<file path="config.mk">
export PLATFORM = sky130hd
export DESIGN_NAME = wdt2_top
export DESIGN_NICKNAME = d
export VERILOG_FILES = /design/src/rtl/wdt2_pkg.sv /design/src/rtl/wdt2_presc.sv /design/src/rtl/wdt2_regs.sv /design/src/rtl/wdt2_phase.sv /design/src/rtl/wdt2_top.sv
export SDC_FILE = /design/constraint.sdc
export NUM_CORES = 1
export LEC_CHECK = 0
export CORE_AREA = 3 3 115 117
export DETAILED_ROUTE_END_ITERATION = 16
export DIE_AREA = 0 0 118 120
export PLACE_DENSITY = 0.59
export SLEW_MARGIN = 5
export SYNTH_ARGS = -nofsm -noshare
export SYNTH_HDL_FRONTEND = slang
export SYNTH_HIERARCHICAL = 1
export SYNTH_SLANG_ARGS = --single-unit
export TNS_END_PERCENT = 100
</file>
<file path="constraint.sdc">
create_clock -name clk -period 9 [get_ports clk]
set_input_delay 0.9 -clock clk [delete_from_list [all_inputs] [get_ports clk]]
set_output_delay 0.9 -clock clk [all_outputs]
set_load 0.03 [all_outputs]
</file>
<file path="src/rtl/wdt2_pkg.sv">
package wdt2_pkg;

    typedef enum logic [1:0] {
        PH_IDLE = 2'd0,
        PH_ONE  = 2'd1,
        PH_TWO  = 2'd2
    } phase_e;

    typedef enum logic [1:0] {
        RM_CPU   = 2'd0,
        RM_CHIP  = 2'd1,
        RM_SOFT  = 2'd2,
        RM_CPU_B = 2'd3
    } rmode_e;

    localparam int LEN_W  = 5;
    localparam int PSEL_W = 2;

    typedef struct packed {
        logic              en;
        logic [LEN_W-1:0]  len1m;
        logic [LEN_W-1:0]  len2m;
        logic [PSEL_W-1:0] psel;
        logic [1:0]        mode;
    } ctrl_t;

    localparam logic [1:0] WORD_KICK = 2'd0;
    localparam logic [1:0] WORD_CTRL = 2'd1;
    localparam logic [1:0] WORD_MASK = 2'd2;

endpackage

</file>
<file path="src/rtl/wdt2_presc.sv">
module wdt2_presc #(
    parameter int PRE_BASE = 22,
    parameter int PRE_STEP = 2,
    parameter int PSEL_W   = 2
) (
    input  logic              clk,
    input  logic              rst_n,
    input  logic              clr,
    input  logic              run,
    input  logic [PSEL_W-1:0] psel,
    output logic              tick
);
    localparam int MAX_SHIFT = PRE_BASE + PRE_STEP * ((1 << PSEL_W) - 1);
    localparam int PW        = MAX_SHIFT + 1;

    typedef struct packed {
        logic [PW-1:0] cnt;
    } presc_t;

    presc_t        q, d;
    logic [PW-1:0] limit;
    logic [PW-1:0] one;

    always_comb begin
        one   = {{(PW-1){1'b0}}, 1'b1};
        limit = (one << (PRE_BASE + PRE_STEP * int'(psel))) - one;
        tick  = run && !clr && (q.cnt >= limit);
        d     = q;
        if (clr) begin
            d.cnt = '0;
        end else if (run) begin
            d.cnt = tick ? '0 : q.cnt + one;
        end
    end

    always_ff @(posedge clk or negedge rst_n) begin
        if (!rst_n) q <= '0;
        else        q <= d;
    end

    assert_tick_wraps_R12: assert property (@(posedge clk) disable iff (!rst_n)
        tick |=> (q.cnt == '0));

    assert_clear_zeroes_R7: assert property (@(posedge clk) disable iff (!rst_n)
        clr |=> (q.cnt == '0));

endmodule

</file>
<file path="src/rtl/wdt2_regs.sv">
module wdt2_regs
    import wdt2_pkg::*;
(
    input  logic        clk,
    input  logic        rst_n,
    input  logic        wr,
    input  logic [3:0]  addr,
    input  logic [31:0] wdata,
    input  logic [1:0]  set_flags,
    input  logic        clr_en,
    output logic [31:0] rdata,
    output ctrl_t       ctrl,
    output logic        start,
    output logic        stop,
    output logic        kick,
    output logic        irq_pre,
    output logic        irq_final
);
    typedef struct packed {
        ctrl_t      ctrl;
        logic [1:0] mask;
        logic [1:0] flags;
    } regs_t;

    regs_t q, d;

    always_comb begin
        d     = q;
        start = 1'b0;
        stop  = 1'b0;
        kick  = 1'b0;
        if (wr) begin
            case (addr[3:2])
                WORD_KICK: begin
                    kick    = wdata[31];
                    d.flags = q.flags & ~wdata[1:0];
                end
                WORD_CTRL: begin
                    d.ctrl.en    = wdata[31];
                    d.ctrl.len1m = wdata[26:22];
                    d.ctrl.len2m = wdata[19:15];
                    d.ctrl.psel  = wdata[9:8];
                    d.ctrl.mode  = wdata[1:0];
                    start        = wdata[31] && !q.ctrl.en;
                    stop         = !wdata[31];
                end
                WORD_MASK: d.mask = wdata[1:0];
                default: ;
            endcase
        end
        d.flags = d.flags | set_flags;
        if (clr_en) d.ctrl.en = 1'b0;
    end

    always_comb begin
        case (addr[3:2])
            WORD_KICK: rdata = {30'd0, q.flags};
            WORD_CTRL: rdata = {q.ctrl.en, 4'd0, q.ctrl.len1m, 2'd0, q.ctrl.len2m,
                                5'd0, q.ctrl.psel, 6'd0, q.ctrl.mode};
            WORD_MASK: rdata = {30'd0, q.mask};
            default:   rdata = 32'd0;
        endcase
    end

    assign ctrl      = q.ctrl;
    assign irq_pre   = q.flags[0] & q.mask[0];
    assign irq_final = q.flags[1] & q.mask[1];

    always_ff @(posedge clk or negedge rst_n) begin
        if (!rst_n) q <= '0;
        else        q <= d;
    end

    assert_flag_latches_R11: assert property (@(posedge clk) disable iff (!rst_n)
        set_flags[0] |=> q.flags[0]);

    assert_final_latches_R10: assert property (@(posedge clk) disable iff (!rst_n)
        set_flags[1] |=> q.flags[1]);

endmodule

</file>
<file path="src/rtl/wdt2_phase.sv">
module wdt2_phase
    import wdt2_pkg::*;
(
    input  logic       clk,
    input  logic       rst_n,
    input  ctrl_t      ctrl,
    input  logic       start,
    input  logic       stop,
    input  logic       kick,
    input  logic       tick,
    output logic       pre_clr,
    output logic       run,
    output logic [1:0] set_flags,
    output logic       clr_en,
    output logic       rst_chip,
    output logic       rst_cpu,
    output logic       rst_soft
);
    typedef struct packed {
        phase_e           ph;
        logic [LEN_W-1:0] cnt;
        logic [2:0]       rst;
    } fsm_t;

    fsm_t q, d;
    logic kick_ok;

    always_comb begin
        d         = q;
        d.rst     = 3'b000;
        set_flags = 2'b00;
        clr_en    = 1'b0;
        kick_ok   = 1'b0;
        if (start) begin
            d.ph  = PH_ONE;
            d.cnt = '0;
        end else if (stop || !ctrl.en) begin
            d.ph  = PH_IDLE;
            d.cnt = '0;
        end else begin
            case (q.ph)
                PH_ONE: begin
                    if (kick) begin
                        kick_ok = 1'b1;
                        d.cnt   = '0;
                    end else if (tick) begin
                        if (q.cnt >= ctrl.len1m) begin
                            d.ph         = PH_TWO;
                            d.cnt        = '0;
                            set_flags[0] = 1'b1;
                        end else begin
                            d.cnt = q.cnt + 1'b1;
                        end
                    end
                end
                PH_TWO: begin
                    if (tick) begin
                        if (q.cnt >= ctrl.len2m) begin
                            d.ph         = PH_IDLE;
                            d.cnt        = '0;
                            set_flags[1] = 1'b1;
                            clr_en       = 1'b1;
                            case (rmode_e'(ctrl.mode))
                                RM_CHIP: d.rst = 3'b001;
                                RM_SOFT: d.rst = 3'b100;
                                default: d.rst = 3'b010;
                            endcase
                        end else begin
                            d.cnt = q.cnt + 1'b1;
                        end
                    end
                end
                default: d.cnt = '0;
            endcase
        end
    end

    assign pre_clr  = start || stop || kick_ok || (q.ph == PH_IDLE);
    assign run      = (q.ph != PH_IDLE);
    assign rst_chip = q.rst[0];
    assign rst_cpu  = q.rst[1];
    assign rst_soft = q.rst[2];

    always_ff @(posedge clk or negedge rst_n) begin
        if (!rst_n) q <= '{ph: PH_IDLE, cnt: '0, rst: 3'b000};
        else        q <= d;
    end

    assert_one_reset_line_R8: assert property (@(posedge clk) disable iff (!rst_n)
        $onehot0({rst_chip, rst_cpu, rst_soft}));

    assert_single_pulse_R9: assert property (@(posedge clk) disable iff (!rst_n)
        (rst_chip || rst_cpu || rst_soft) |=> !(rst_chip || rst_cpu || rst_soft));

    assert_phase2_after_phase1_R3: assert property (@(posedge clk) disable iff (!rst_n)
        (q.ph == PH_TWO && $past(q.ph) != PH_TWO) |-> $past(q.ph) == PH_ONE);

    assert_kick_restarts_R5: assert property (@(posedge clk) disable iff (!rst_n)
        (q.ph == PH_ONE && kick && ctrl.en && !stop) |=> (q.cnt == '0 && q.ph == PH_ONE));

    assert_kick_ignored_R6: assert property (@(posedge clk) disable iff (!rst_n)
        (q.ph == PH_TWO && kick && !tick && ctrl.en && !stop) |=>
            (q.ph == PH_TWO && q.cnt == $past(q.cnt)));

endmodule

</file>
<file path="src/rtl/wdt2_top.sv">
module wdt2_top
    import wdt2_pkg::*;
#(
    parameter int PRE_BASE = 22,
    parameter int PRE_STEP = 2
) (
    input  logic        clk,
    input  logic        rst_n,
    input  logic        reg_wr,
    input  logic [3:0]  reg_addr,
    input  logic [31:0] reg_wdata,
    output logic [31:0] reg_rdata,
    output logic        irq_pre,
    output logic        irq_final,
    output logic        rst_req_chip,
    output logic        rst_req_cpu,
    output logic        rst_req_soft
);
    ctrl_t      ctrl;
    logic       start, stop, kick, tick, pre_clr, run, clr_en;
    logic [1:0] set_flags;

    wdt2_regs u_regs (
        .clk       (clk),
        .rst_n     (rst_n),
        .wr        (reg_wr),
        .addr      (reg_addr),
        .wdata     (reg_wdata),
        .set_flags (set_flags),
        .clr_en    (clr_en),
        .rdata     (reg_rdata),
        .ctrl      (ctrl),
        .start     (start),
        .stop      (stop),
        .kick      (kick),
        .irq_pre   (irq_pre),
        .irq_final (irq_final)
    );

    wdt2_presc #(
        .PRE_BASE (PRE_BASE),
        .PRE_STEP (PRE_STEP),
        .PSEL_W   (PSEL_W)
    ) u_presc (
        .clk   (clk),
        .rst_n (rst_n),
        .clr   (pre_clr),
        .run   (run),
        .psel  (ctrl.psel),
        .tick  (tick)
    );

    wdt2_phase u_phase (
        .clk       (clk),
        .rst_n     (rst_n),
        .ctrl      (ctrl),
        .start     (start),
        .stop      (stop),
        .kick      (kick),
        .tick      (tick),
        .pre_clr   (pre_clr),
        .run       (run),
        .set_flags (set_flags),
        .clr_en    (clr_en),
        .rst_chip  (rst_req_chip),
        .rst_cpu   (rst_req_cpu),
        .rst_soft  (rst_req_soft)
    );

    assert_enable_drops_R9: assert property (@(posedge clk) disable iff (!rst_n)
        (rst_req_chip || rst_req_cpu || rst_req_soft) |-> !ctrl.en);

    assert_no_run_when_off_R7: assert property (@(posedge clk) disable iff (!rst_n)
        (!ctrl.en && !start) |=> !(rst_req_chip || rst_req_cpu || rst_req_soft));

endmodule

</file>
Yosys cells after proc, flatten, opt, wreduce, memory -nomap -nowiden. Cells that the tools add are included.

Bits in registers: 58. Bits of input ports: 39. Output and inout port bits: 37.

$add $sub $neg: 4. $lt $le $gt $ge: 3. Eq/ne operators: 12. Shift-type cells: 1. Muxes and demuxes: 47. Bitwise operators: 5. Reductions and logical operators: 22.

Operators with widths (count): 32-bit one-hot mux with 3 select lines (1); 29-bit two-way mux (3); 1-bit by 32-bit left shift with 29-bit output (first input constant) (1); 29-bit by 1-bit adder with 29-bit output (second input constant) (1); 29-bit greater-or-equal comparator (1); 29-bit by 1-bit subtractor with 29-bit output (second input constant) (1); 7-bit two-way mux (3); 1-bit two-way mux (20); 19-bit two-way mux (1); 15-bit two-way mux (1); 5-bit two-way mux (3); 2-bit two-way mux (7); 3-bit two-way mux (4); 4-bit by 2-bit != test with 1-bit output (second input constant) (3); 5-bit greater-or-equal comparator (2); 10-bit two-way mux (1); 5-bit one-hot mux with 2 select lines (1); 4-bit by 1-bit != test with 1-bit output (second input constant) (2); 2-bit AND reduction (4); 2-bit nonzero test (4); 5-bit by 3-bit adder with 6-bit output (first input constant) (1); 2-bit by 1-bit == test with 1-bit output (second input constant) (3); 2-bit == test (second input constant) (3); 3-bit one-hot mux with 2 select lines (1); 13 further kinds (22).

Longest topological paths before layout.
Depth in word-level cells: 18. Depth in mapped cells: 16.

Cells and area by module. The synthesis kept the hierarchy.

Modules (own cells, without submodules): wdt2_presc (times used 1, cells each 253, area an instance 2145.8 µm², sequential area each 725.7 µm²); wdt2_regs (times used 1, cells each 109, area an instance 1217.4 µm², sequential area each 475.5 µm²); wdt2_phase (times used 1, cells each 111, area an instance 930.9 µm², sequential area each 250.2 µm²).

Worst setup path after synthesis. Ideal clock, no wire load.

Kind: input to register. Start: in reg_addr[2]. End: reg u_regs/q[1] in the netlist's numbering. Setup time: 0.134 ns. Arrival: 2.839 ns. Path slack: 6.027 ns. Stages: 14. Path buffers: 3. Path through: buf_2 > nand3b_1 > nor3b_1 > nor3_1 > nand2_1 > nand2b_1 > buf_1 > nor2_1 > and2_1 > nand3_1 > inv_1 > buf_4 > nor2_1 > a31oi_1.

RTL lines: start, declared (RTL line wdt2_top.sv:10) `input logic [3:0] reg_addr,`; end signal, assigned (RTL line wdt2_regs.sv:70) `if (!rst_n) q <= '0;`; end signal, assigned (RTL line wdt2_regs.sv:71) `else q <= d;`; end, declared (RTL line wdt2_regs.sv:25) `regs_t q, d;`.

Final worst setup path.
Start: in reg_addr[2]. End: reg u_regs.q, in the netlist u_regs/ctrl[14].

Cells in the longest elaborated chain, start to end: 18. Elaborated cells between the ends (all ways): 27.

RTL lines: 2-bit zero test (*) (RTL line wdt2_regs.sv:33) `case (addr[3:2])`; 1-bit two-way mux (*) (RTL line wdt2_regs.sv:33); 1-bit two-way mux (*) (RTL line wdt2_regs.sv:32) `if (wr) begin`; net kick (RTL line wdt2_top.sv:20) `logic start, stop, kick, tick, pre_clr, run, clr_en;`; 1-bit two-way mux (*) (RTL line wdt2_phase.sv:43) `if (kick) begin`; 1-bit two-way mux (*) (RTL line wdt2_phase.sv:41) `case (q.ph)`; 1-bit two-way mux (*) (RTL line wdt2_phase.sv:37) `end else if (stop || !ctrl.en) begin`; 1-bit two-way mux (*) (RTL line wdt2_phase.sv:34) `if (start) begin`; (+2 left out); net pre_clr (RTL line wdt2_top.sv:20); (+3 left out); net tick (RTL line wdt2_top.sv:20); 1-bit two-way mux (*) (RTL line wdt2_phase.sv:57) `if (tick) begin`; 1-bit two-way mux (*) (RTL line wdt2_phase.sv:41); 1-bit two-way mux (*) (RTL line wdt2_phase.sv:37); 1-bit two-way mux (*) (RTL line wdt2_phase.sv:34); net clr_en (RTL line wdt2_top.sv:20); 2-bit nonzero test (no line); 2-bit AND reduction (no line).

The timed path passes the listed nets; every way through them passes the cells marked *. A chain may end at the register's enable or synchronous reset.

==> run summary <==
Adder-cell share of the synthesized area: 7.87%
Combinational group share of total power: 26.2%
Pin count of the biggest net entering global routing: 59
Cts hold-fix bufs: 0
Worst path slowest cell: clkdlybuf4s50_1
Fin nets: 557
Clock Tree Buf Depth: 2
CTS Buf Count: 9
Post_cts resized: 0
XOR/XNOR share of the synthesized area: 0%
Final setup fails: 0
DRC Markers: 0
Core ar.: 12,500 sq um
Post-synthesis cell count: 473
Largest family of logic cells by synthesized area: simple AND/OR/NAND/NOR gates
NetSw: 0.000266 W
Worst hold start: u_regs/ctrl[8]
Mux cell area share after synthesis: 5.94%
Post-Syn Area: 4290 sq um
Critical path peak fanout: 31
R2R Path End: u_regs/ctrl[14]
Hold Path Depth: 1
Top-count cell post-synth: dfrtp_1
Tot GR Track Use: 13.5%
TritonRoute pass-1 iters: 4
Initial antenna violation count: 0
Synthesis-stage register bit count: 58
Initial DRC Count: 166
Dpl hpwl: 6.42 mm
DR WL/cell: 13.9 um
Delay of the slowest critical-path stage: 0.54 ns
Final WS setup: 5.11 ns
Fillers: 1,248
Diode count: 0
Reg power frac: 35.7%
Port Buffers: 39
Share of cells above drive strength 1: 9.70%
Maximum VDD drop: 90.3 uV
Worst-path cell chain: clkdlybuf4s50_1 -> nor3b_1 -> and2_1 -> nand3_1 -> nand2_1 -> buf_4 -> nand2b_1 -> nor2_1 -> and2_1 -> nand3_1 -> inv_1 -> nand2b_1 -> mux2i_1
Starting Density: 34.4%
Routed vias/inst: 5.16
Post-placement setup slack: 4.80 ns
TNS Setup: 0 ns
WS Path Type: in2reg
Number of global-route vias before repair: 3,281
Routability congestion estimate from global placement: 0.800
Setup crit end kind: flop
Number of I/O pins: 76
PwrDens: 170 nW/um^2
Hold path endpoint: u_regs/ctrl[8]
Hold Path Class: reg2reg
Synth async-reset ratio: 100%
Final clock skew: 0.00828 ns
Critical R2R Launch: u_regs/ctrl[3]
Max Fclk: 257 MHz
Startpoint Class: primary input
Main flop type after synthesis: dfrtp_1
Largest area contributor in the netlist: dfrtp_1
Synth Area in Compound Gates: 12.2%
P_leak: 2.05 nW
Maximum capacitance violations: 0
Synth Area in Simple Gates: 29.1%
Top cells by count, synth: dfrtp_1, buf_4, nand2_1, nand3_1, inv_1
Final hold violations: 0
Seq/Total Area, Yosys: 33.8%
Area of the multi-input gates: 2440 sq um
R2R setup slack: 5.47 ns
Fin crit share: 43.2%
Number of setup buffers added after CTS: 0
Post-Route WL: 9.27 mm
Syn avg cell area: 9.08 sq um
Synth area leaders: dfrtp_1, ha_1, buf_4, nand3_1, mux2_4
RSZ-0062 raised after global routing: false
Root Buffer: clkbuf_16
Worst reg2reg path depth: 11
Status: complete, no violations
Synth-to-layout area growth: 13.9%
Die Ht: 120 um
Clock latency reported for the late side of the worst-skew pair: 0.33 ns
Yosys top cell area share: 33.8%
First-pass GRT wire length: 15.8 mm
Count of pins over their slew limit: 0
Critical path data arrival time: 4.13 ns
H-tree depth: 3
Measured slew at the worst slew-check pin: 0.967 ns
Die X: 118 um
CTS tree: yes
Rows: 41
Number of synthesized flops with an enable pin: 0
Final min period: 3.89 ns
CTS sink cnt: 58
WP data required: 9.24 ns
Vias: 3,440
Internal power: 0.000564 W
FF+latch area: 1450 sq um
Area of the die: 14,200 sq um
Count of cell types in the netlist: 63
Clk pwr share: 38.1%
Grt total ovfl: 0
Worst-path clk slew: 0.05 ns
Antenna viol nets, final: 0
Switching Fraction: 32.1%
Slew HR: 35.5%
Synth warn: 6
## worst max-delay path: cells and delay by family
family	cells	cell delay (ns)
buffers and inverters	3	0.97
and+or+nand+nor	9	2.11
muxes	1	0.13
## placed cells by master, fill, tap and decap left out, types with 4 or more instances in the layout
cell type,instances
nand4b_1,5
and4b_1,6
and3_1,7
o21ai_0,9
clkdlybuf4s50_1,38
inv_1,28
a21oi_1,10
a31oi_1,17
and2_1,20
mux2_4,9
nand3b_1,8
nand2_1,31
mux2_2,8
clkbuf_16,9
nor2_1,26
o211ai_1,4
nand2b_1,20
nor3_1,11
nor2b_1,7
nand4_1,12
conb_1,20
nor3b_1,10
a221o_1,6
dfrtp_1,58
nand3_1,31
ha_1,27
## layer usage
| layer | share of wire [%] | track usage, % | up-vias |
|---|---|---|---|
| met5 | 0 | 0 | - |
| met1 | 47 | 17.6 | 1677 |
| met3 | 2.8 | 1.79 | 14 |
| met4 | 1.8 | 6.23 | 0 |
| met2 | 48 | 22.3 | 57 |
| li1 | - | - | 1692 |
## kinds of logic (layout without fill, tap and decap cells)
family	after synthesis	count (layout)
other	3	20
buffers and inverters	80	85
multiplexers	20	20
adder cells (fa/ha/maj)	27	27
flip-flops	58	58
AND/OR/NAND/NOR	213	213
AO/OA/AOI/OAI	72	72
## cell type report
cell class / instances / area share, %
repair buffers: 42 / 8.34
well taps: 172 / 4.40
flip-flops and latches: 58 / 29.7
multi-input cells: 352 / 49.9
clock buffers: 12 / 5.24
clock inverters: 3 / 0.307
inverters: 28 / 2.15
## sequential cells by signal, summed over array words and instances (netlist names)
name,cells
u_presc/q,29
u_phase/rst_soft,1
u_regs/q,4
u_phase/rst_chip,1
u_phase/q,7
u_regs/ctrl,15
u_phase/rst_cpu,1
## metrics by stage
stage | std cells | area (sq um) | power, W | utilization [%] | hold WS, ns
3_3_place_gp | 652 | 4620 | 0.000513 | 37.1 | 0.508
6_report | 667 | 4890 | 0.000830 | 39.2 | 0.529
5_1_grt | 667 | 4890 | 0.000876 | 39.2 | 0.546
2_1_floorplan | 490 | 4360 | 0.000478 | - | 0.494
3_5_place_dp | 652 | 4620 | 0.000519 | 37.1 | 0.520
4_1_cts | 667 | 4890 | 0.000841 | 39.2 | 0.536
## power by group through the flow
stage / registers (W) / clock network [W] / logic (W)
4_1_cts: 0.000297 / 0.000325 / 0.000220
2_1_floorplan: 0.000294 / 0 / 0.000184
3_5_place_dp: 0.000301 / 0 / 0.000218
3_3_place_gp: 0.000301 / 0 / 0.000213
5_1_grt: 0.000300 / 0.000334 / 0.000242
6_report: 0.000296 / 0.000316 / 0.000217
## worst max path at each step
stage                 from         endpoint  slack [ns]  depth (start not counted)
4_1_cts        reg_addr[2]  u_regs/ctrl[14]        5.14                         13
5_1_grt        reg_addr[2]  u_regs/ctrl[14]        4.80                         13
2_1_floorplan  reg_addr[2]      u_regs/q[1]        6.03                         14
3_3_place_gp   reg_addr[2]  u_regs/ctrl[14]        4.88                         13
3_5_place_dp   reg_addr[2]  u_regs/ctrl[14]        4.80                         13
6_report       reg_addr[2]  u_regs/ctrl[14]        5.11                         13
No activity file was read; power rests on OpenSTA's default activity.
